**config.mk**
```make
export PLATFORM = sky130hd
export DESIGN_NAME = bus_addr_status_mux
export DESIGN_NICKNAME = d
export VERILOG_FILES = /design/src/rtl/bam_pkg.sv /design/src/rtl/bam_seq.sv /design/src/rtl/bam_capture.sv /design/src/rtl/bam_lane.sv /design/src/rtl/bam_outmux.sv /design/src/rtl/bus_addr_status_mux.sv
export SDC_FILE = /design/constraint.sdc
export NUM_CORES = 1
export LEC_CHECK = 0
export ABC_AREA = 1
export CAP_MARGIN = 30
export CORE_ASPECT_RATIO = 1.5
export CORE_MARGIN = 2
export CORE_UTILIZATION = 65
export DETAILED_ROUTE_END_ITERATION = 8
export DONT_BUFFER_PORTS = 1
export HOLD_SLACK_MARGIN = 0.15
export PLACE_DENSITY = 0.92
export SYNTH_ARGS = -nofsm -noshare
export SYNTH_HDL_FRONTEND = slang
export SYNTH_HIERARCHICAL = 1
export SYNTH_SLANG_ARGS = --single-unit
```
**constraint.sdc**
```tcl
create_clock -name clk_i -period 3 [get_ports clk_i]
set_clock_uncertainty 0.15 [all_clocks]
set_input_delay 0.45 -clock clk_i [delete_from_list [all_inputs] [get_ports clk_i]]
set_output_delay 0.45 -clock clk_i [all_outputs]
set_load 0.005 [all_outputs]
```
**src/rtl/bam_pkg.sv**
```systemverilog
package bam_pkg;
  typedef enum logic [2:0] {
    ST_IDLE = 3'd0,
    ST_T1   = 3'd1,
    ST_T2   = 3'd2,
    ST_T3   = 3'd3,
    ST_T4   = 3'd4
  } bus_state_e;

  typedef enum logic [1:0] {
    SEG_EXTRA = 2'b00,
    SEG_STACK = 2'b01,
    SEG_CODE  = 2'b10,
    SEG_DATA  = 2'b11
  } seg_code_e;

  localparam logic SPARE_STATUS = 1'b1;
endpackage

```
**src/rtl/bam_seq.sv**
```systemverilog
module bam_seq
  import bam_pkg::*;
(
  input  logic       clk_i,
  input  logic       rst_ni,
  input  logic       start_i,
  output bus_state_e state_o,
  output logic       accept_o
);
  bus_state_e state_q, state_d;

  assign accept_o = start_i && (state_q == ST_IDLE || state_q == ST_T4);

  always_comb begin
    case (state_q)
      ST_IDLE: state_d = accept_o ? ST_T1 : ST_IDLE;
      ST_T1:   state_d = ST_T2;
      ST_T2:   state_d = ST_T3;
      ST_T3:   state_d = ST_T4;
      ST_T4:   state_d = accept_o ? ST_T1 : ST_IDLE;
      default: state_d = ST_IDLE;
    endcase
  end

  always_ff @(posedge clk_i or negedge rst_ni) begin
    if (!rst_ni) state_q <= ST_IDLE;
    else         state_q <= state_d;
  end

  assign state_o = state_q;
endmodule

```
**src/rtl/bam_capture.sv**
```systemverilog
module bam_capture #(
  parameter int ADDR_W   = 20,
  parameter int IO_W     = 16,
  parameter int DIRECT_W = 8,
  parameter int SEG_W    = 2
) (
  input  logic              clk_i,
  input  logic              rst_ni,
  input  logic              accept_i,
  input  logic              is_io_i,
  input  logic              direct_i,
  input  logic              word_i,
  input  logic [SEG_W-1:0]  seg_i,
  input  logic [ADDR_W-1:0] addr_i,
  output logic [ADDR_W-1:0] addr_q_o,
  output logic              word_q_o,
  output logic [SEG_W-1:0]  seg_q_o
);
  logic [ADDR_W-1:0] keep;

  // per-bit mask: port space clears high lines, direct form clears mid lines
  for (genvar i = 0; i < ADDR_W; i++) begin : g_keep
    if (i < DIRECT_W) begin : g_lo
      assign keep[i] = 1'b1;
    end else if (i < IO_W) begin : g_mid
      assign keep[i] = !(is_io_i && direct_i);
    end else begin : g_hi
      assign keep[i] = !is_io_i;
    end
  end

  always_ff @(posedge clk_i or negedge rst_ni) begin
    if (!rst_ni) begin
      addr_q_o <= '0;
      word_q_o <= 1'b0;
      seg_q_o  <= '0;
    end else if (accept_i) begin
      addr_q_o <= addr_i & keep;
      word_q_o <= word_i;
      seg_q_o  <= seg_i;
    end
  end
endmodule

```
**src/rtl/bam_lane.sv**
```systemverilog
module bam_lane (
  input  logic addr0_i,
  input  logic word_i,
  output logic lane_lo_o,
  output logic lane_hi_o
);
  // odd word: first byte of a split transfer goes on the high lane only
  assign lane_lo_o = !addr0_i;
  assign lane_hi_o = addr0_i || word_i;
endmodule

```
**src/rtl/bam_outmux.sv**
```systemverilog
module bam_outmux
  import bam_pkg::*;
#(
  parameter int ADDR_W = 20,
  parameter int IO_W   = 16,
  parameter int SEG_W  = 2
) (
  input  bus_state_e               state_i,
  input  logic [ADDR_W-1:0]        addr_q_i,
  input  logic [SEG_W-1:0]         seg_q_i,
  input  logic                     ie_i,
  input  logic                     lane_lo_i,
  input  logic                     lane_hi_i,
  output logic [IO_W-1:0]          addr_lo_o,
  output logic [ADDR_W-IO_W-1:0]   addr_hi_o,
  output logic                     bhe_n_o,
  output logic                     lane_lo_o,
  output logic                     lane_hi_o,
  output logic                     active_o,
  output logic [1:0]               tstate_o
);
  localparam int HI_W = ADDR_W - IO_W;

  logic [HI_W-1:0] status;

  always_comb begin
    status = '0;
    status[SEG_W-1:0] = seg_q_i;
    status[SEG_W]     = ie_i;
  end

  always_comb begin
    addr_lo_o = '0;
    addr_hi_o = '0;
    bhe_n_o   = 1'b1;
    lane_lo_o = 1'b0;
    lane_hi_o = 1'b0;
    active_o  = 1'b0;
    tstate_o  = 2'd0;
    case (state_i)
      ST_T1: begin
        addr_lo_o = addr_q_i[IO_W-1:0];
        addr_hi_o = addr_q_i[ADDR_W-1:IO_W];
        bhe_n_o   = !lane_hi_i;
        lane_lo_o = lane_lo_i;
        lane_hi_o = lane_hi_i;
        active_o  = 1'b1;
        tstate_o  = 2'd0;
      end
      ST_T2, ST_T3, ST_T4: begin
        addr_hi_o = status;
        bhe_n_o   = SPARE_STATUS;
        lane_lo_o = lane_lo_i;
        lane_hi_o = lane_hi_i;
        active_o  = 1'b1;
        tstate_o  = (state_i == ST_T2) ? 2'd1 : (state_i == ST_T3) ? 2'd2 : 2'd3;
      end
      default: ;
    endcase
  end
endmodule

```
**src/rtl/bus_addr_status_mux.sv**
```systemverilog
module bus_addr_status_mux
  import bam_pkg::*;
#(
  parameter int ADDR_W   = 20,
  parameter int IO_W     = 16,
  parameter int DIRECT_W = 8,
  parameter int SEG_W    = 2
) (
  input  logic                   clk_i,
  input  logic                   rst_ni,
  input  logic                   start_i,
  input  logic                   is_io_i,
  input  logic                   io_direct_i,
  input  logic                   word_i,
  input  logic [SEG_W-1:0]       seg_i,
  input  logic                   ie_flag_i,
  input  logic [ADDR_W-1:0]      addr_i,
  output logic [IO_W-1:0]        addr_lo_o,
  output logic [ADDR_W-IO_W-1:0] addr_hi_o,
  output logic                   bhe_n_o,
  output logic                   lane_lo_o,
  output logic                   lane_hi_o,
  output logic                   active_o,
  output logic [1:0]             tstate_o
);
  bus_state_e        state;
  logic              accept;
  logic [ADDR_W-1:0] addr_q;
  logic              word_q;
  logic [SEG_W-1:0]  seg_q;
  logic              lane_lo, lane_hi;

  bam_seq u_seq (
    .clk_i    (clk_i),
    .rst_ni   (rst_ni),
    .start_i  (start_i),
    .state_o  (state),
    .accept_o (accept)
  );

  bam_capture #(
    .ADDR_W   (ADDR_W),
    .IO_W     (IO_W),
    .DIRECT_W (DIRECT_W),
    .SEG_W    (SEG_W)
  ) u_cap (
    .clk_i    (clk_i),
    .rst_ni   (rst_ni),
    .accept_i (accept),
    .is_io_i  (is_io_i),
    .direct_i (io_direct_i),
    .word_i   (word_i),
    .seg_i    (seg_i),
    .addr_i   (addr_i),
    .addr_q_o (addr_q),
    .word_q_o (word_q),
    .seg_q_o  (seg_q)
  );

  bam_lane u_lane (
    .addr0_i   (addr_q[0]),
    .word_i    (word_q),
    .lane_lo_o (lane_lo),
    .lane_hi_o (lane_hi)
  );

  bam_outmux #(
    .ADDR_W (ADDR_W),
    .IO_W   (IO_W),
    .SEG_W  (SEG_W)
  ) u_mux (
    .state_i   (state),
    .addr_q_i  (addr_q),
    .seg_q_i   (seg_q),
    .ie_i      (ie_flag_i),
    .lane_lo_i (lane_lo),
    .lane_hi_i (lane_hi),
    .addr_lo_o (addr_lo_o),
    .addr_hi_o (addr_hi_o),
    .bhe_n_o   (bhe_n_o),
    .lane_lo_o (lane_lo_o),
    .lane_hi_o (lane_hi_o),
    .active_o  (active_o),
    .tstate_o  (tstate_o)
  );
endmodule

```
==> impl_metrics.toml <==
[status]
outcome = "complete, no violations"

[clock_network]
h-tree-depth = 1
clock_latency_ns = 0.31
total_number_of_clock_tree_sinks = 26
clk_pin_slew_worst_paths_ns = 0.12
cts_tree = "built"
deepest_clock_path_buffer_count = 2
ctsRootBufferMaster = "clkbuf_4"
post_cts.resized_instances = 0
numCtsBuffers = 3

[finish]
area_growth_pct = 14.0
num-nets-final = 238
non_filler_instance_count_after_layout = 229
final_core_util = 0.772
layout-drive-gt1-share = 0.0435
final_area_mm2 = 0.00153
antenna_cells = 0

[setup_path]
crit_type = "in -> reg"
path_max_fanout = 24
kind_of_launch_point_of_the_worst_setup_path = "primary input"
critical_path.reg2reg.startpoint = "u_seq/state_o[0]$_DFF_PN0_"
timing.critical_path.to_type = "register"
worst-endpoint-required_ns = 3.06
launching_element_of_the_worst_setup_path = "start_i"
critPathArrivalTime_ns = 2.14

[sta]
final_layout_worst_hold_slack_ns = 0.164
layout_worst_path_cycle_share = 0.695
measured_slew_at_the_worst_slew_check_pin_ns = 0.694
hold_viol = 0
timing.slew.headroom = 0.537
timing.final.setup_violations = 0
max_freq_mhz = 480
setup_tns_ns = 0
layout_min_cycle_time_ns = 2.09
grt_setup_unrepaired = "false"
final_worst_setup_slack_ns = 0.915
maxSlewViolCount = 0

[floorplanning]
die-area_mm2 = 0.00244
initial_utilization = 0.677
floorplan.die.width_um = 41.0
core_area_mm2 = 0.00198
die-height_um = 59.6
rows = 20
ioPinCount = 55

[power_and_ir_drop]
leakagePower_nw = 0.892
internal_power_uw = 741
power.switching_fraction = 0.438
power_mw = 1.32
cellPowerDensity_mw_per_mm2 = 864
power.share.combinational = 0.428
vdd_drop_max_uv = 559
switchingPower_uw = 577
seq_power_share = 0.466
clockPowerShare = 0.105

[synth]
synth_fp_nets = 220
synth_enable_flop_cells = 0
netlist_area_before_placement_mm2 = 0.00134
synth.most_common_cell = "nand2_1"
synth_cells = 191
distinct_cell_type_count_of_the_synthesized_netlist = 14
synthDominantAreaCellType = "dfrtp_1"
synthesis.yosys.warnings = 6
synth.top_cell.area_share = 0.486
async_s_r_ff_share_synth = 1.00
post_synth_main_area_contributors = "dfrtp_1 (49%), nand2_1 (26%), inv_1 (8.1%), nor2_1 (5.6%), buf_6 (3.4%)"
postSynth.topFlopCell = "dfrtp_1"
ys_ff_latch = 26
synth_area_per_cell_um2 = 7.00
leading_post_synthesis_cells_by_instance_count = "nand2_1 (93), inv_1 (29), dfrtp_1 (26)"
synth.yosys.seq_area_share = 0.486

[routing]
antenna_left = 0
post-route-drc-count = 0
vias = 1175
vias_per_cell = 5.13
drt-initial-drc-count = 69
drt_pass1_iterations = 4
avgRoutedWirePerCell_um = 12.5
wirelength_um = 2860

[grt]
grt_start_max_net_pins = 27
initial_antenna_violation_count = 0
grt_util_all_layers = 0.256
grt_pass1_vias = 1084
first_pass_grt_wire_length_um = 4260
grt_overflow_total = 0

[placement]
dpl.cell_count = 208
hpwl_um = 1930
gp_routability_congestion = 0.812
dp_worst_slack_ns = 0.987
place.port_buffers = 0
post_place_cell_area_mm2 = 0.00131

[job]
drv_cap = 0

[hold_path]
hold_path_class = "in -> reg"
hp-start = "addr_i[11]"
## worst max-delay path: stages
cell and delay, ns:
dlygate4sd3_1 0.53, nand2_1 0.06, inv_1 0.51, inv_2 0.34, nand2_1 0.16, nand2_1 0.07
## timing repair
| item | 4_1_cts | 5_1_grt |
|---|---|---|
| setup endpoints to repair | 0 | 0 |
| hold buffers | 18 | 0 |
| endpoints found under the hold margin | 42 | 0 |
| buffers inserted | 0 | 0 |
## placed cells by master, fill, tap and decap left out
cell type,synthesis,final
o21a_1,1,1
dlygate4sd3_1,0,17
clkbuf_4,0,3
nor2_2,1,1
nand3b_4,1,1
inv_2,2,2
inv_1,29,29
dfrtp_1,26,26
o21ai_0,1,1
clkinv_1,5,5
buf_12,0,1
nand2_1,93,93
nand3_1,6,6
nand2_2,1,1
nor2_1,20,20
## sequential cells by signal, indices dropped and copies added (netlist names)
signal and cells:
u_cap/addr_q_o 20, u_cap/seg_q_o 2, u_cap/word_q_o 1, u_seq/state_o 3
## routing by layer
metal / vias to the layer above / global-route usage / routed length (um)
li1: 576 / - / -
met4: 0 / 0.129 / 72
met2: 53 / 0.453 / 1520
met1: 536 / 0.276 / 1090
met3: 10 / 0.0301 / 175
met5: - / 0 / 0
## path summary, 6_finish.rpt
check                      slack, ns  cells past startpoint                             end
max                             0.91                      6  u_cap/addr_q_o[17]$_DFFE_PN0P_
min                             0.16                      4  u_cap/addr_q_o[11]$_DFFE_PN0P_
max reg2reg                     0.94                      6  u_cap/addr_q_o[17]$_DFFE_PN0P_
min reg2reg                     0.33                      1      u_seq/state_o[2]$_DFF_PN0_
max in group asynchronous       2.15                      2   u_cap/addr_q_o[3]$_DFFE_PN0P_
min in group asynchronous       0.40                      2      u_seq/state_o[2]$_DFF_PN0_
## power by group through the flow
stage / clock network [mW] / logic, mW / registers, mW
floorplan: 0 / 0.482 / 0.595
CTS: 0.143 / 0.561 / 0.613
finish: 0.139 / 0.564 / 0.614
detailed placement: 0 / 0.529 / 0.621
global route: 0.154 / 0.666 / 0.635
global placement: 0 / 0.495 / 0.615
## cells by family after synthesis
| kind of cell | after synthesis | synth area share |
|---|---|---|
| flops | 26 | 0.486 |
| simple gates | 122 | 0.364 |
| compound gates | 2 | 0.00935 |
| buf+inv | 41 | 0.140 |
## area by class of cell
cell class                 instances  area (um2)
sequential                        26         651
timing repair buffer              18         190
clock buffer                       3        22.5
inverter                          36         135
fill                             149         452
multi-input combinational        124         499
tap                               22        27.5
(Power assumes the default switching activity.)
